`src/rtl/dmach_pkg.sv`:
```
package dmach_pkg;

    localparam int NDESC = 2;
    localparam int SEL_W = 1;

    typedef enum logic [1:0] {
        ST_IDLE  = 2'd0,
        ST_STALL = 2'd1,
        ST_ON    = 2'd2,
        ST_NEXT  = 2'd3
    } chan_st_t;

    typedef struct packed {
        logic [NDESC-1:0] load;
        logic [NDESC-1:0] clr;
        logic [NDESC-1:0] dec;
    } desc_ctl_t;

    function automatic logic st_moving(chan_st_t st);
        return (st == ST_ON) || (st == ST_NEXT);
    endfunction

endpackage

```
`src/rtl/dmach_desc.sv`:
```
module dmach_desc #(
    parameter int CNT_W = 16
) (
    input  logic             clk,
    input  logic             rst,
    input  logic             load,
    input  logic             clr,
    input  logic             dec,
    input  logic [CNT_W-1:0] load_val,
    output logic [CNT_W-1:0] cnt
);
    always_ff @(posedge clk) begin
        if (rst || clr) begin
            cnt <= '0;
        end else if (load) begin
            cnt <= load_val;
        end else if (dec && cnt != '0) begin
            cnt <= cnt - 1'b1;
        end
    end
endmodule

```
`src/rtl/dmach_fsm.sv`:
```
module dmach_fsm
    import dmach_pkg::*;
(
    input  logic             clk,
    input  logic             rst,
    input  logic             chan_en,
    input  logic             ign_err,
    input  logic             abort_en,
    input  logic             base_wr,
    input  logic             beat,
    input  logic             periph_err,
    input  logic             expired,
    output chan_st_t         state,
    output logic [SEL_W-1:0] sel,
    output logic             stall_irq,
    output logic             nfb_irq,
    output desc_ctl_t        ctl
);
    chan_st_t         state_n;
    logic [SEL_W-1:0] sel_n;
    logic [SEL_W-1:0] oth;
    logic             stall_p;
    logic             nfb_p;
    logic             err_live;

    assign oth      = ~sel;
    assign err_live = periph_err && !ign_err;

    always_comb begin
        state_n = state;
        sel_n   = sel;
        stall_p = 1'b0;
        nfb_p   = 1'b0;
        ctl     = '0;
        unique case (state)
            ST_IDLE: state_n = ST_STALL;
            ST_STALL: begin
                if (base_wr) begin
                    state_n       = ST_ON;
                    ctl.load[sel] = 1'b1;
                end
            end
            ST_ON: begin
                if (expired) begin
                    state_n = ST_STALL;
                    stall_p = 1'b1;
                end else if (err_live) begin
                    state_n      = ST_STALL;
                    ctl.clr[sel] = 1'b1;
                end else begin
                    if (base_wr) begin
                        state_n       = ST_NEXT;
                        ctl.load[oth] = 1'b1;
                    end
                    ctl.dec[sel] = beat;
                end
            end
            ST_NEXT: begin
                if (err_live && abort_en) begin
                    state_n      = ST_STALL;
                    ctl.clr[sel] = 1'b1;
                end else if (expired || err_live) begin
                    state_n      = ST_ON;
                    sel_n        = oth;
                    nfb_p        = 1'b1;
                    ctl.clr[sel] = 1'b1;
                end else begin
                    ctl.load[oth] = base_wr;
                    ctl.dec[sel]  = beat;
                end
            end
            default: state_n = ST_IDLE;
        endcase
        if (!chan_en) begin
            state_n = ST_IDLE;
            sel_n   = '0;
            stall_p = 1'b0;
            nfb_p   = 1'b0;
            ctl     = '0;
        end
    end

    always_ff @(posedge clk) begin
        if (rst) begin
            state     <= ST_IDLE;
            sel       <= '0;
            stall_irq <= 1'b0;
            nfb_irq   <= 1'b0;
        end else begin
            state     <= state_n;
            sel       <= sel_n;
            stall_irq <= stall_p;
            nfb_irq   <= nfb_p;
        end
    end
endmodule

```
`src/rtl/dmach_top.sv`:
```
module dmach_top
    import dmach_pkg::*;
#(
    parameter int CNT_W = 16
) (
    input  logic             clk,
    input  logic             rst,
    input  logic             chan_en,
    input  logic             ign_err,
    input  logic             abort_en,
    input  logic             base_wr,
    input  logic [CNT_W-1:0] base_cnt,
    input  logic             beat,
    input  logic             periph_err,
    output logic             xfer_en,
    output logic             desc_sel,
    output logic             stall_irq,
    output logic             nfb_irq,
    output logic [CNT_W-1:0] act_cnt
);
    chan_st_t         state;
    logic [SEL_W-1:0] sel;
    desc_ctl_t        ctl;
    logic [CNT_W-1:0] cnt_arr [NDESC];
    logic             expired;

    dmach_fsm u_fsm (
        .clk        (clk),
        .rst        (rst),
        .chan_en    (chan_en),
        .ign_err    (ign_err),
        .abort_en   (abort_en),
        .base_wr    (base_wr),
        .beat       (beat),
        .periph_err (periph_err),
        .expired    (expired),
        .state      (state),
        .sel        (sel),
        .stall_irq  (stall_irq),
        .nfb_irq    (nfb_irq),
        .ctl        (ctl)
    );

    for (genvar g = 0; g < NDESC; g++) begin : g_desc
        dmach_desc #(.CNT_W(CNT_W)) u_desc (
            .clk      (clk),
            .rst      (rst),
            .load     (ctl.load[g]),
            .clr      (ctl.clr[g]),
            .dec      (ctl.dec[g]),
            .load_val (base_cnt),
            .cnt      (cnt_arr[g])
        );
    end

    assign act_cnt  = cnt_arr[sel];
    assign expired  = (act_cnt == '0);
    assign xfer_en  = st_moving(state);
    assign desc_sel = sel[0];
endmodule

```
`config.mk`:
```
export PLATFORM = sky130hd
export DESIGN_NAME = dmach_top
export DESIGN_NICKNAME = d
export VERILOG_FILES = /design/src/rtl/dmach_pkg.sv /design/src/rtl/dmach_desc.sv /design/src/rtl/dmach_fsm.sv /design/src/rtl/dmach_top.sv
export SDC_FILE = /design/constraint.sdc
export NUM_CORES = 1
export LEC_CHECK = 0
export BUFFER_PORTS_ARGS = -buffer_cell sky130_fd_sc_hd__buf_2
export CAP_MARGIN = 25
export CORE_ASPECT_RATIO = 0.8
export CORE_MARGIN = 2
export CORE_UTILIZATION = 30
export CTS_CLUSTER_DIAMETER = 120
export DETAILED_ROUTE_END_ITERATION = 8
export PLACE_DENSITY = 0.5
export SLEW_MARGIN = 10
export SYNTH_ARGS = -nofsm -noshare
export SYNTH_HDL_FRONTEND = slang
export SYNTH_SLANG_ARGS = --single-unit
```
`constraint.sdc`:
```
create_clock -name clk -period 2.74 [get_ports clk]
set_clock_uncertainty 0.05 [all_clocks]
set_input_delay 0 -clock clk [delete_from_list [all_inputs] [get_ports clk]]
set_output_delay 0 -clock clk [all_outputs]
set_load 0.005 [all_outputs]
```
==> impl_summary.txt <==
----------------------------------------------------
[Run status]
  Result of the run ... complete, no violations

[Global routing]
  Pin count of the biggest net entering global routing ... 17
  Total congestion overflow ... 0
  Antenna violations before repair ... 0
  Wire length of the first global-routing pass ... 13.5 mm
  Number of global-route vias before repair ... 2529
  Global-route total usage across every layer ... 19.2%

[Finish]
  Final nets ... 413
  Number of diodes added for antenna fixing ... 0
  Most frequent cells in the layout ... buf_2, nand2_1, dfxtp_1
  Fillcell total ... 857
  Area occupied by registers ... 741 µm²
  Non-filler cells, final ... 496
  Post-route cell area ... 3170 µm²
  Fraction of layout instances using a drive strength above 1 ... 27.6%
  Post-layout util ... 40.1%
  Area growth from synthesis to layout ... 30.3%
  Most common cell after layout, fill and taps aside ... buf_2
  Combined area of the multi-input logic cells ... 1580 µm²

[Logic synthesis]
  Fraction of registers with async set or reset after synthesis ... 0%
  Post-synth design cell area ... 2430 µm²
  Yosys reg bits ... 37
  Sequential cell area fraction in the yosys report ... 30.4%
  Net Count, Synth ... 339
  Ys Warns ... 0
  Cells after Synth ... 313
  Post-synthesis average cell area ... 7.78 µm²
  Dominant register cell in the synthesized netlist ... dfxtp_1
  Number of unique standard cell types used by synthesis ... 54
  Number of synthesized flops with an enable pin ... 0

[STA]
  Worst Max-Slew Pin Slew ... 0.438 ns
  Setup repair after global routing missed its margin ... yes
  Shortest clock period the worst path allows after layout ... 2.69 ns
  Final-layout setup total negative slack ... 0 ns
  Final count of hold timing violations ... 0
  Number of failing setup endpoints in the final timing report ... 0
  Number of max-slew violations in the final report ... 0
  Max Freq ... 372 MHz
  Final Cycle Share ... 98.1%
  Relative slew slack ... 70.6%

[Place]
  PortBufs ... 43
  Weighted congestion reported at the end of routability-driven placement ... 0.889
  Instance area at placement ... 2880 µm²
  Number of placed cells counting well taps ... 472
  Estimated wirelength of the detail-placed design ... 6.17 mm

[Critical path]
  Worst R2R End ... g_desc[1].u_desc.cnt[15]
  Critical Path Start Type ... flip-flop
  Kind of cell with the highest combined delay on the critical path ... simple AND/OR/NAND/NOR gates
  Critical path class ... reg -> reg
  Required time worst endpoint ... 2.86 ns
  Register-to-Register Setup Slack ... 0.05 ns
  Critical path cell sequence ... or4_4, or4_4, a22oi_4, nand2_2, mux2i_1, a31o_2, a31oi_1
  Logic depth of the worst register-to-register path ... 7
  Most numerous cell on the critical path ... or4_4
  Data arrival time of the critical path ... 2.81 ns
  Worst Path Max Fanout ... 16
  Critical register-to-register path startpoint ... g_desc[0].u_desc.cnt[10]
  Cell at the slowest stage of the critical path ... or4_4
  Critical path's largest stage delay ... 0.58 ns
  Critical Path Source ... g_desc[0].u_desc.cnt[10]
  Bufs and invs on worst path ... 0
  Worst Setup End Kind ... flip-flop

[Detailed routing]
  Detail-routed net length per standard cell ... 16.7 µm
  Number of detailed-route iterations in the first pass ... 4
  Overall routed net length ... 8.29 mm
  Antenna-violating nets left ... 0
  Number of design-rule violations left by the first detailed-router iteration ... 195
  Avg Vias per Cell ... 5.38
  Vias post-DR ... 2666
  Total DRC errors in the routed layout ... 0

[Floorplan]
  Boundary Pins ... 44
  Overall die width ... 105 µm
  Die extent in y ... 84.6 µm
  Core Rows ... 29
  Die area ... 8850 µm²
  Placeable core area ... 7910 µm²
  Initial cell density of the core ... 30.8%

[Clock tree]
  Clk_lat worst skew ... 0.30 ns
  TritonCTS Sinks ... 37
  Number of buffers created by CTS ... 5
  Number of levels in the clock H-tree ... 2
  Clk Tree Root Cell ... clkbuf_8
  Clock tree from TritonCTS ... yes
  CTS clk-pin slew, worst paths ... 0.09 ns
  Max Buffers Root-to-Sink ... 2

[Pwr]
  Power density over the cells ... 417 nW/µm²
  Static Leak ... 1.21 nW
  Maximum vdd ir drop ... 0.203 mV

[Hold path]
  Kind of path behind the tightest hold check ... in -> reg
  Hold path cells ... 3
  Start point of the worst min-delay path ... base_cnt[7]
  Endpoint, Worst Hold ... g_desc[0].u_desc.cnt[7]

[Job]
  Max-cap viol count ... 0

----------------------------------------------------
[synthesized netlist by cell type, types with 2 or more instances]
library cell	count	share of area [%]
o311ai_1	2	0.72
buf_4	2	0.62
nor4b_1	2	0.72
mux2_2	13	6.0
nor2b_1	7	1.8
a32oi_1	4	1.4
and2_1	3	0.77
clkbuf_1	7	1.1
nand2_1	40	6.2
inv_1	6	0.93
a21oi_1	24	4.9
or4_1	3	0.93
ha_1	2	1.0
o211ai_1	2	0.62
nor4_1	7	1.8
o21ai_0	19	3.9
dfxtp_1	37	30
a41o_1	2	0.82
buf_6	4	1.9
a31oi_1	14	3.6
a21o_1	2	0.62
or3_1	6	1.5
nor3_1	11	2.3
o311ai_0	2	0.72
mux2i_1	2	0.82
buf_2	2	0.41
or4_4	2	0.93
nand3_1	13	2.7
xor2_1	4	1.4
nand2b_1	2	0.51
a22oi_1	11	3.4
a21oi_2	5	1.8
a2bb2oi_1	2	0.72
nor2_1	29	4.5
[final cells by class]
class / instances / area share (%)
sequential: 37 / 23.4
clock buffer: 5 / 2.17
clock inverter: 3 / 2.05
inverter: 6 / 0.710
timing repair buffer: 83 / 17.8
tap: 108 / 4.26
multi-input combinational: 254 / 49.7
[per-layer routing]
| metal | wire [µm] | GRT usage [%] |
|---|---|---|
| met5 | 0 | 0 |
| met4 | 38 | 4.12 |
| met3 | 475 | 3.34 |
| met2 | 3520 | 28.3 |
| met1 | 4250 | 29.0 |
[stage by stage]
stage	setup slack [ns]	hold WS, ns	power [W]
4_1_cts	0.0526	0.00338	0.00134
2_1_floorplan	0.200	0.0852	0.000670
3_3_place_gp	0.127	0.243	0.000733
5_1_grt	-0.0637	0.0221	0.00138
6_report	0.0510	0.00915	0.00132
3_5_place_dp	0.0562	0.241	0.000734
[worst register-to-register path, stage by stage (launching register included)]
cell     delay [ns]
dfxtp_1        0.37
or4_4          0.58
or4_4          0.45
a22oi_4        0.23
nand2_2        0.15
mux2i_1        0.21
a31o_2         0.45
a31oi_1        0.08
[report_power, final]
group          switching (W)  internal (W)
Sequential        0.00000884      0.000544
Clock               0.000220      0.000362
Combinational       0.000102     0.0000864
Total               0.000330      0.000993
[kinds of logic (layout without fill, tap and decap cells)]
logic type	after synthesis	count (layout)	synth area share (%)
flops	37	37	30.4
xor+xnor	4	4	1.44
buf+inv	22	97	5.04
compound gates	99	99	27.7
fa+ha+maj	2	2	1.03
mux	15	15	6.84
simple gates	134	134	27.6
[timing repair]
item,4_1_cts,5_1_grt
hold buffers,15,0
endpoints found under the setup margin,0,20
setup buffers,0,0
hold endpoints to repair,28,0
gates resized for setup,0,2
[worst max path at each step]
stage	end	slack, ns	cells after the start
after floorplan	g_desc[1].u_desc.cnt[12]	0.20	9
after global routing	g_desc[1].u_desc.cnt[4]	-0.06	7
after CTS	g_desc[0].u_desc.cnt[9]	0.05	8
final	g_desc[1].u_desc.cnt[15]	0.05	7
after detailed placement	g_desc[0].u_desc.cnt[9]	0.06	8
after global placement	g_desc[1].u_desc.cnt[1]	0.13	8
[state kept, by name (all words and copies together) (netlist names)]
| signal | count |
|---|---|
| u_fsm.sel | 1 |
| g_desc.u_desc.cnt | 32 |
| u_fsm.stall_irq | 1 |
| u_fsm.state | 2 |
| u_fsm.nfb_irq | 1 |
(Power assumes the default switching activity.)
